<file path="src/rtl/pal_pkg.sv">
package pal_pkg;
  localparam int N_DED    = 10;
  localparam int N_OUT    = 8;
  localparam int N_SUM    = 7;
  localparam int N_FB     = 6;
  localparam int FB_FIRST = 1;
  localparam int N_SIG    = N_DED + N_FB;
  localparam int LIT_W    = 2 * N_SIG;
  localparam int TPO      = N_SUM + 1;
  localparam int EN_TERM  = N_SUM;
  localparam int OIDX_W   = $clog2(N_OUT);
  localparam int TIDX_W   = $clog2(TPO);

  typedef logic [LIT_W-1:0]          term_fuse_t;
  typedef term_fuse_t [TPO-1:0]      cell_fuse_t;
  typedef cell_fuse_t [N_OUT-1:0]    fuse_map_t;
  typedef logic [TPO-1:0]            cell_terms_t;
  typedef cell_terms_t [N_OUT-1:0]   array_terms_t;

  // AND of every connected literal; bit 2s = true form, bit 2s+1 = complement.
  function automatic logic eval_term(input term_fuse_t fuses,
                                     input logic [N_SIG-1:0] sig);
    logic r;
    r = 1'b1;
    for (int s = 0; s < N_SIG; s++) begin
      if (fuses[2*s] && !sig[s])     r = 1'b0;
      if (fuses[2*s+1] && sig[s])    r = 1'b0;
    end
    return r;
  endfunction

  // Inverted OR of the fixed sum-term group of one output.
  function automatic logic or_invert(input cell_terms_t t);
    logic any;
    any = 1'b0;
    for (int k = 0; k < N_SUM; k++) any = any | t[k];
    return ~any;
  endfunction

  // Feedback source per fed-back output: own value when enabled, pin otherwise.
  function automatic logic [N_FB-1:0] fb_select(input logic [N_OUT-1:0] v,
                                                input logic [N_OUT-1:0] e,
                                                input logic [N_OUT-1:0] io);
    logic [N_FB-1:0] r;
    for (int j = 0; j < N_FB; j++)
      r[j] = e[FB_FIRST+j] ? v[FB_FIRST+j] : io[FB_FIRST+j];
    return r;
  endfunction
endpackage

</file>
<file path="src/rtl/pal_fuse_store.sv">
module pal_fuse_store
  import pal_pkg::*;
(
  input  logic              clk,
  input  logic              rst_n,
  input  logic              cfg_we,
  input  logic [OIDX_W-1:0] cfg_out,
  input  logic [TIDX_W-1:0] cfg_term,
  input  logic [LIT_W-1:0]  cfg_fuses,
  output fuse_map_t         fuse_map
);
  for (genvar o = 0; o < N_OUT; o++) begin : g_out
    for (genvar t = 0; t < TPO; t++) begin : g_term
      logic             hit;
      logic [LIT_W-1:0] q;
      assign hit = cfg_we && (cfg_out == OIDX_W'(o)) && (cfg_term == TIDX_W'(t));
      always_ff @(posedge clk or negedge rst_n) begin
        if (!rst_n)   q <= '1;
        else if (hit) q <= cfg_fuses;
      end
      assign fuse_map[o][t] = q;
    end
  end
endmodule

</file>
<file path="src/rtl/pal_and_plane.sv">
module pal_and_plane
  import pal_pkg::*;
(
  input  logic [N_SIG-1:0] sig,
  input  fuse_map_t        fuse_map,
  output array_terms_t     terms
);
  for (genvar o = 0; o < N_OUT; o++) begin : g_out
    for (genvar t = 0; t < TPO; t++) begin : g_term
      assign terms[o][t] = eval_term(fuse_map[o][t], sig);
    end
  end
endmodule

</file>
<file path="src/rtl/pal_or_stage.sv">
module pal_or_stage
  import pal_pkg::*;
(
  input  array_terms_t     terms,
  output logic [N_OUT-1:0] out_v,
  output logic [N_OUT-1:0] out_e
);
  for (genvar o = 0; o < N_OUT; o++) begin : g_out
    assign out_v[o] = or_invert(terms[o]);
    assign out_e[o] = terms[o][EN_TERM];
  end
endmodule

</file>
<file path="src/rtl/pal_cell_array.sv">
module pal_cell_array
  import pal_pkg::*;
#(
  parameter int PASSES = 3
) (
  input  logic              clk,
  input  logic              rst_n,
  input  logic              cfg_we,
  input  logic [OIDX_W-1:0] cfg_out,
  input  logic [TIDX_W-1:0] cfg_term,
  input  logic [LIT_W-1:0]  cfg_fuses,
  input  logic [N_DED-1:0]  ded_in,
  input  logic [N_OUT-1:0]  io_in,
  output logic [N_OUT-1:0]  out_val,
  output logic [N_OUT-1:0]  out_en
);
  fuse_map_t    fuse_map;
  array_terms_t final_terms;

  pal_fuse_store u_store (
    .clk       (clk),
    .rst_n     (rst_n),
    .cfg_we    (cfg_we),
    .cfg_out   (cfg_out),
    .cfg_term  (cfg_term),
    .cfg_fuses (cfg_fuses),
    .fuse_map  (fuse_map)
  );

  // Feedback is unrolled: pass 0 sees every feedback pin as disabled,
  // each later pass sees the outputs of the pass before it.
  for (genvar p = 0; p < PASSES; p++) begin : g_pass
    logic [N_FB-1:0]  fb;
    logic [N_SIG-1:0] sig;
    array_terms_t     t;
    logic [N_OUT-1:0] v;
    logic [N_OUT-1:0] e;

    if (p == 0) begin : g_first
      assign fb = fb_select('0, '0, io_in);
    end else begin : g_next
      assign fb = fb_select(g_pass[p-1].v, g_pass[p-1].e, io_in);
    end

    assign sig = {fb, ded_in};

    pal_and_plane u_and (
      .sig      (sig),
      .fuse_map (fuse_map),
      .terms    (t)
    );

    pal_or_stage u_or (
      .terms (t),
      .out_v (v),
      .out_e (e)
    );
  end

  assign final_terms = g_pass[PASSES-1].t;
  assign out_val     = g_pass[PASSES-1].v;
  assign out_en      = g_pass[PASSES-1].e;
endmodule

</file>
<file path="config.mk">
export PLATFORM = sky130hd
export DESIGN_NAME = pal_cell_array
export DESIGN_NICKNAME = d
export VERILOG_FILES = /design/src/rtl/pal_pkg.sv /design/src/rtl/pal_fuse_store.sv /design/src/rtl/pal_and_plane.sv /design/src/rtl/pal_or_stage.sv /design/src/rtl/pal_cell_array.sv
export SDC_FILE = /design/constraint.sdc
export NUM_CORES = 2
export LEC_CHECK = 0
export BUFFER_PORTS_ARGS = -buffer_cell sky130_fd_sc_hd__buf_2
export CORE_MARGIN = 10
export CORE_UTILIZATION = 45
export DETAILED_ROUTE_END_ITERATION = 8
export SLEW_MARGIN = 15
export SYNTH_ARGS = -nofsm -noshare
export SYNTH_HDL_FRONTEND = slang
export SYNTH_SLANG_ARGS = --single-unit
</file>
<file path="constraint.sdc">
create_clock -name clk -period 13.8 [get_ports clk]
set_input_delay 1.38 -clock clk [delete_from_list [all_inputs] [get_ports clk]]
set_output_delay 1.38 -clock clk [all_outputs]
set_load 0.005 [all_outputs]
</file>
==> summary.md <==
| Metric | Value |
|---|---|
| Vias in the first global route | `65000` |
| Register with the most flip-flops | `u_store.g_out.g_term.q` |
| Critical Path AT | `around 9700 ps` |
| Setup WS pre-CTS | `2890 ps` |
| Max Slew Vio Count | `0` |
| Area delta synth->final | `10.6%` |
| DRT iter0 DRCs | `just under 5000` |
| Ys flop type | `dfstp_2` |
| Longest Clk Path Bufs | `3` |
| Post-Syn Instances | `7328` |
| DR vias/cell | `6.04` |
| Critical path startpoint category | `input port` |
| Slowest Stage Delay on Critical Path | `1000 ps` |
| Flop-to-flop setup slack | `12910 ps` |
| I/O Pins | `75` |
| HPWL after detailed placement | `around 180 mm` |
| Post-layout nets | `7263` |
| Routed WL per cell | `30.0 um` |
| Worst setup margin | `approximately 2700 ps` |
| Source of the worst hold timing path | `u_store.g_out[1].g_term[7].q[27]` |
| Hold path cells | `2` |
| CTS Hold Bufs | `0` |
| Post-cts gate resize count | `0` |
| Final GP Congestion | `around 0.85` |
| Netlist cell types | `53` |
| DR DRC count | `0` |
| Final Critical Period | `around 11000 ps` |
| P_leak | `about 47 nW` |
| R2r worst-path depth | `2` |
| Max FFs per register | `between 2000 and 2500` |
| Endpoint, Worst Hold | `u_store.g_out[1].g_term[7].q[27]` |
| Share of power burned in registers | `46.2%` |
| #FFs+latches synth | `2048` |
| H-Tree Depth | `4` |
| Power Dens Cells | `153 mW/mm2` |
| Grt ovf | `0` |
| Max Cap Viol | `0` |
| Initial antenna violation count | `37` |
| Initial core utilization | `45.3%` |
| PortBufs | `72` |
| Post-route ant nets | `0` |
| Setup Fix Bufs, Post-CTS | `0` |
| Die H | `494 um` |
| Clock share of power | `34.6%` |
| Vias | `62600` |
| First-pass GRT wire length | `around 450 mm` |
| VDD IR max | `0.117 mV` |
| Critical path type | `input port to output pin` |
| Final setup fails | `0` |
| Largest net degree at the start of global routing | `approximately 200` |
| Largest regs | `u_store.g_out.g_term.q (2048)` |
| Net Sw Frac | `28.4%` |
| DRT Pass-1 Iters | `5` |
| Data required, critical path | `12420 ps` |
| RR Endpoint | `u_store.g_out[6].g_term[7].q[31]` |
| Num CTS Buffers | `223` |
| Synthesis warning total | `0` |
| Launching point of the worst reg2reg path | `u_store.g_out[6].g_term[7].q[31]` |
| Routed wire length | `between 300 and 400 mm` |
| Worst-path cell chain | `buf_6 > buf_4 > mux2i_1 > nand4_1 > nor4_1 > a22oi_1 > a41oi_4 > buf_4 > mux2i_1 > nand3_1 > or4_1 > o21bai_1 > o41ai_4 > buf_4 > mux2i_1 > and4_1 > nand4_1 > o21ai_0 > nor4b_2 > buf_2` |
| Status | `finished clean` |
| Full die area | `0.244 mm2` |
| Final hold viol count | `0` |
| Final period util | `80.5%` |
| Net switching power | `4.85 mW` |
| Worst slew margin | `16.2%` |
| Pint | `~12 mW` |
| Slowest CP cell | `nor4_1` |
| Crit end category | `output pin` |
| Total Routing Usage GR | `24.9%` |
| Worst Hold Class | `flip-flop to flip-flop` |
| CTS tree | `done` |
| Setup Skew | `0 ps` |
| Row cnt | `173` |
| Register area share after synthesis | `53.2%` |
| CTS clock-pin slew for the worst setup and hold paths | `60 ps` |
| Asr flop ratio synth | `100%` |
| Post-synth EDFFs | `0` |
| Comb power frac | `19.1%` |
| Setup TNS | `0 ps` |
| CTS sink count | `between 2000 and 2500` |
| RSZ-0062 raised after global routing | `no` |
| Share of cells above drive strength 1 | `65.8%` |
| Avg Cell Area, Syn | `about 14 um2` |
| Worst skew pair latency | `850 ps` |
| Die W | `494 um` |
| Root Buffer | `clkbuf_16` |
| Core Box Area | `0.223 mm2` |
| Pin slew with the least headroom to its limit | `1250 ps` |
| Critical path peak fanout | `32` |
| Post-Syn Area | `0.101 mm2` |
| Post-Syn Nets | `7387` |
| FMAX | `between 90 and 100 MHz` |
==> how the worst max path moves through the flow <==
stage | start | to | slack [ps] | cells after the start
6_report | ded_in[2] | out_val[6] | 2690 | 20
5_1_grt | ded_in[2] | out_val[6] | 2550 | 20
4_1_cts | ded_in[2] | out_val[6] | 2800 | 20
3_5_place_dp | ded_in[2] | out_val[6] | 2890 | 20
3_3_place_gp | ded_in[2] | out_val[0] | 2950 | 20
2_1_floorplan | io_in[4] | out_en[1] | 6940 | 20
==> layer usage <==
| metal | global-route usage (%) | share of wire (%) |
|---|---|---|
| met2 | 39.5 | 46 |
| met5 | 0 | 0.0042 |
| met4 | 7.79 | 3.1 |
| met1 | 34.9 | 45 |
| met3 | 3.89 | 5.7 |
==> worst max-delay path, delay by kind of cell <==
| family | cells | cell delay (ps) |
|---|---|---|
| AND/OR/NAND/NOR | 7 | 2780 |
| AO/OA/AOI/OAI | 5 | 2420 |
| buffers and inverters | 5 | 2240 |
| multiplexers | 3 | 630 |
==> placed cells by master (no fill, tap or decap), types with 27 or more instances in the layout <==
master     count
clkbuf_8      47
buf_4        220
and2_1        38
mux2_2      2117
dfstp_2     2048
clkbuf_1      59
nor4_1        59
mux2i_1     1375
and4_1        58
clkinv_2      40
nand3_1      152
a2111oi_0     37
nand4_1      229
nor2_4        27
clkbuf_16    225
o21ai_0      113
nand2_1      223
==> through the flow <==
| stage | hold WS (ps) | instances | util [%] | area, um2 | total power, mW |
|---|---|---|---|---|---|
| finish | 534 | 10400 | 50.1 | 112000 | 17.1 |
| CTS | 533 | 10400 | 50.1 | 112000 | 17.2 |
| floorplan | 489 | 7328 | - | 101000 | 9.93 |
| detailed placement | 521 | 9953 | 46.8 | 104000 | 11.2 |
| global placement | 511 | 9953 | 46.8 | 104000 | 11.1 |
| global route | 583 | 10400 | 50.1 | 112000 | 17.8 |
==> cell usage after synthesis (5+ instances only) <==
master     count  share of area, %
a32oi_1        5             0.043
a22oi_1       13             0.097
mux2_2      2117                24
or4_1         10             0.074
nor3_1        18             0.089
o21a_1         5             0.037
and4_1        58              0.50
and3_1         8             0.050
nand3_1      152              0.75
a41oi_1       22              0.19
buf_6         55              0.61
nand2_1      225              0.84
clkbuf_1     378               1.4
buf_4         38              0.28
o21ai_0      113              0.56
o21ai_1        5             0.025
a2111oi_0     37              0.32
buf_2         54              0.27
nand4_1      229               1.4
dfstp_2     2048                53
nor2b_1       24              0.15
buf_1         91              0.34
nor4_1        70              0.43
a211oi_1      14              0.10
inv_1          5             0.019
mux2i_1     1375                14
a21oi_1        8             0.040
nor2_1        72              0.27
and2_1        39              0.24
==> power by group through the flow <==
stage / registers, mW / clock network, mW / logic (mW)
3_3_place_gp: 7.91 / 0 / 3.21
6_report: 7.89 / 5.91 / 3.27
3_5_place_dp: 7.97 / 0 / 3.26
2_1_floorplan: 7.82 / 0 / 2.11
4_1_cts: 7.89 / 6.05 / 3.27
5_1_grt: 8.01 / 6.30 / 3.47
==> layout make-up <==
| cell class | instances | area (um2) |
|---|---|---|
| Clock buffer | 331 | 6500 |
| Multi-Input combinational cell | 4655 | 44700 |
| Sequential cell | 2048 | 53800 |
| Inverter | 5 | 18.8 |
| Fill cell | 19300 | 111000 |
| Antenna cell | 12 | 30.0 |
| Timing Repair Buffer | 271 | 2220 |
| Clock inverter | 69 | 764 |
| Tap cell | 2975 | 3720 |
==> cell families (layout without fill, tap and decap cells) <==
logic type / after synthesis / in the layout / synth area share, %
AO/OA/AOI/OAI: 236 / 236 / 1.56
buffers and inverters: 625 / 676 / 2.99
flip-flops: 2048 / 2048 / 53.2
multiplexers: 3494 / 3494 / 37.2
other: 0 / 12 / 0
AND/OR/NAND/NOR: 925 / 925 / 5.00
No activity file was read; power rests on OpenSTA's default activity.
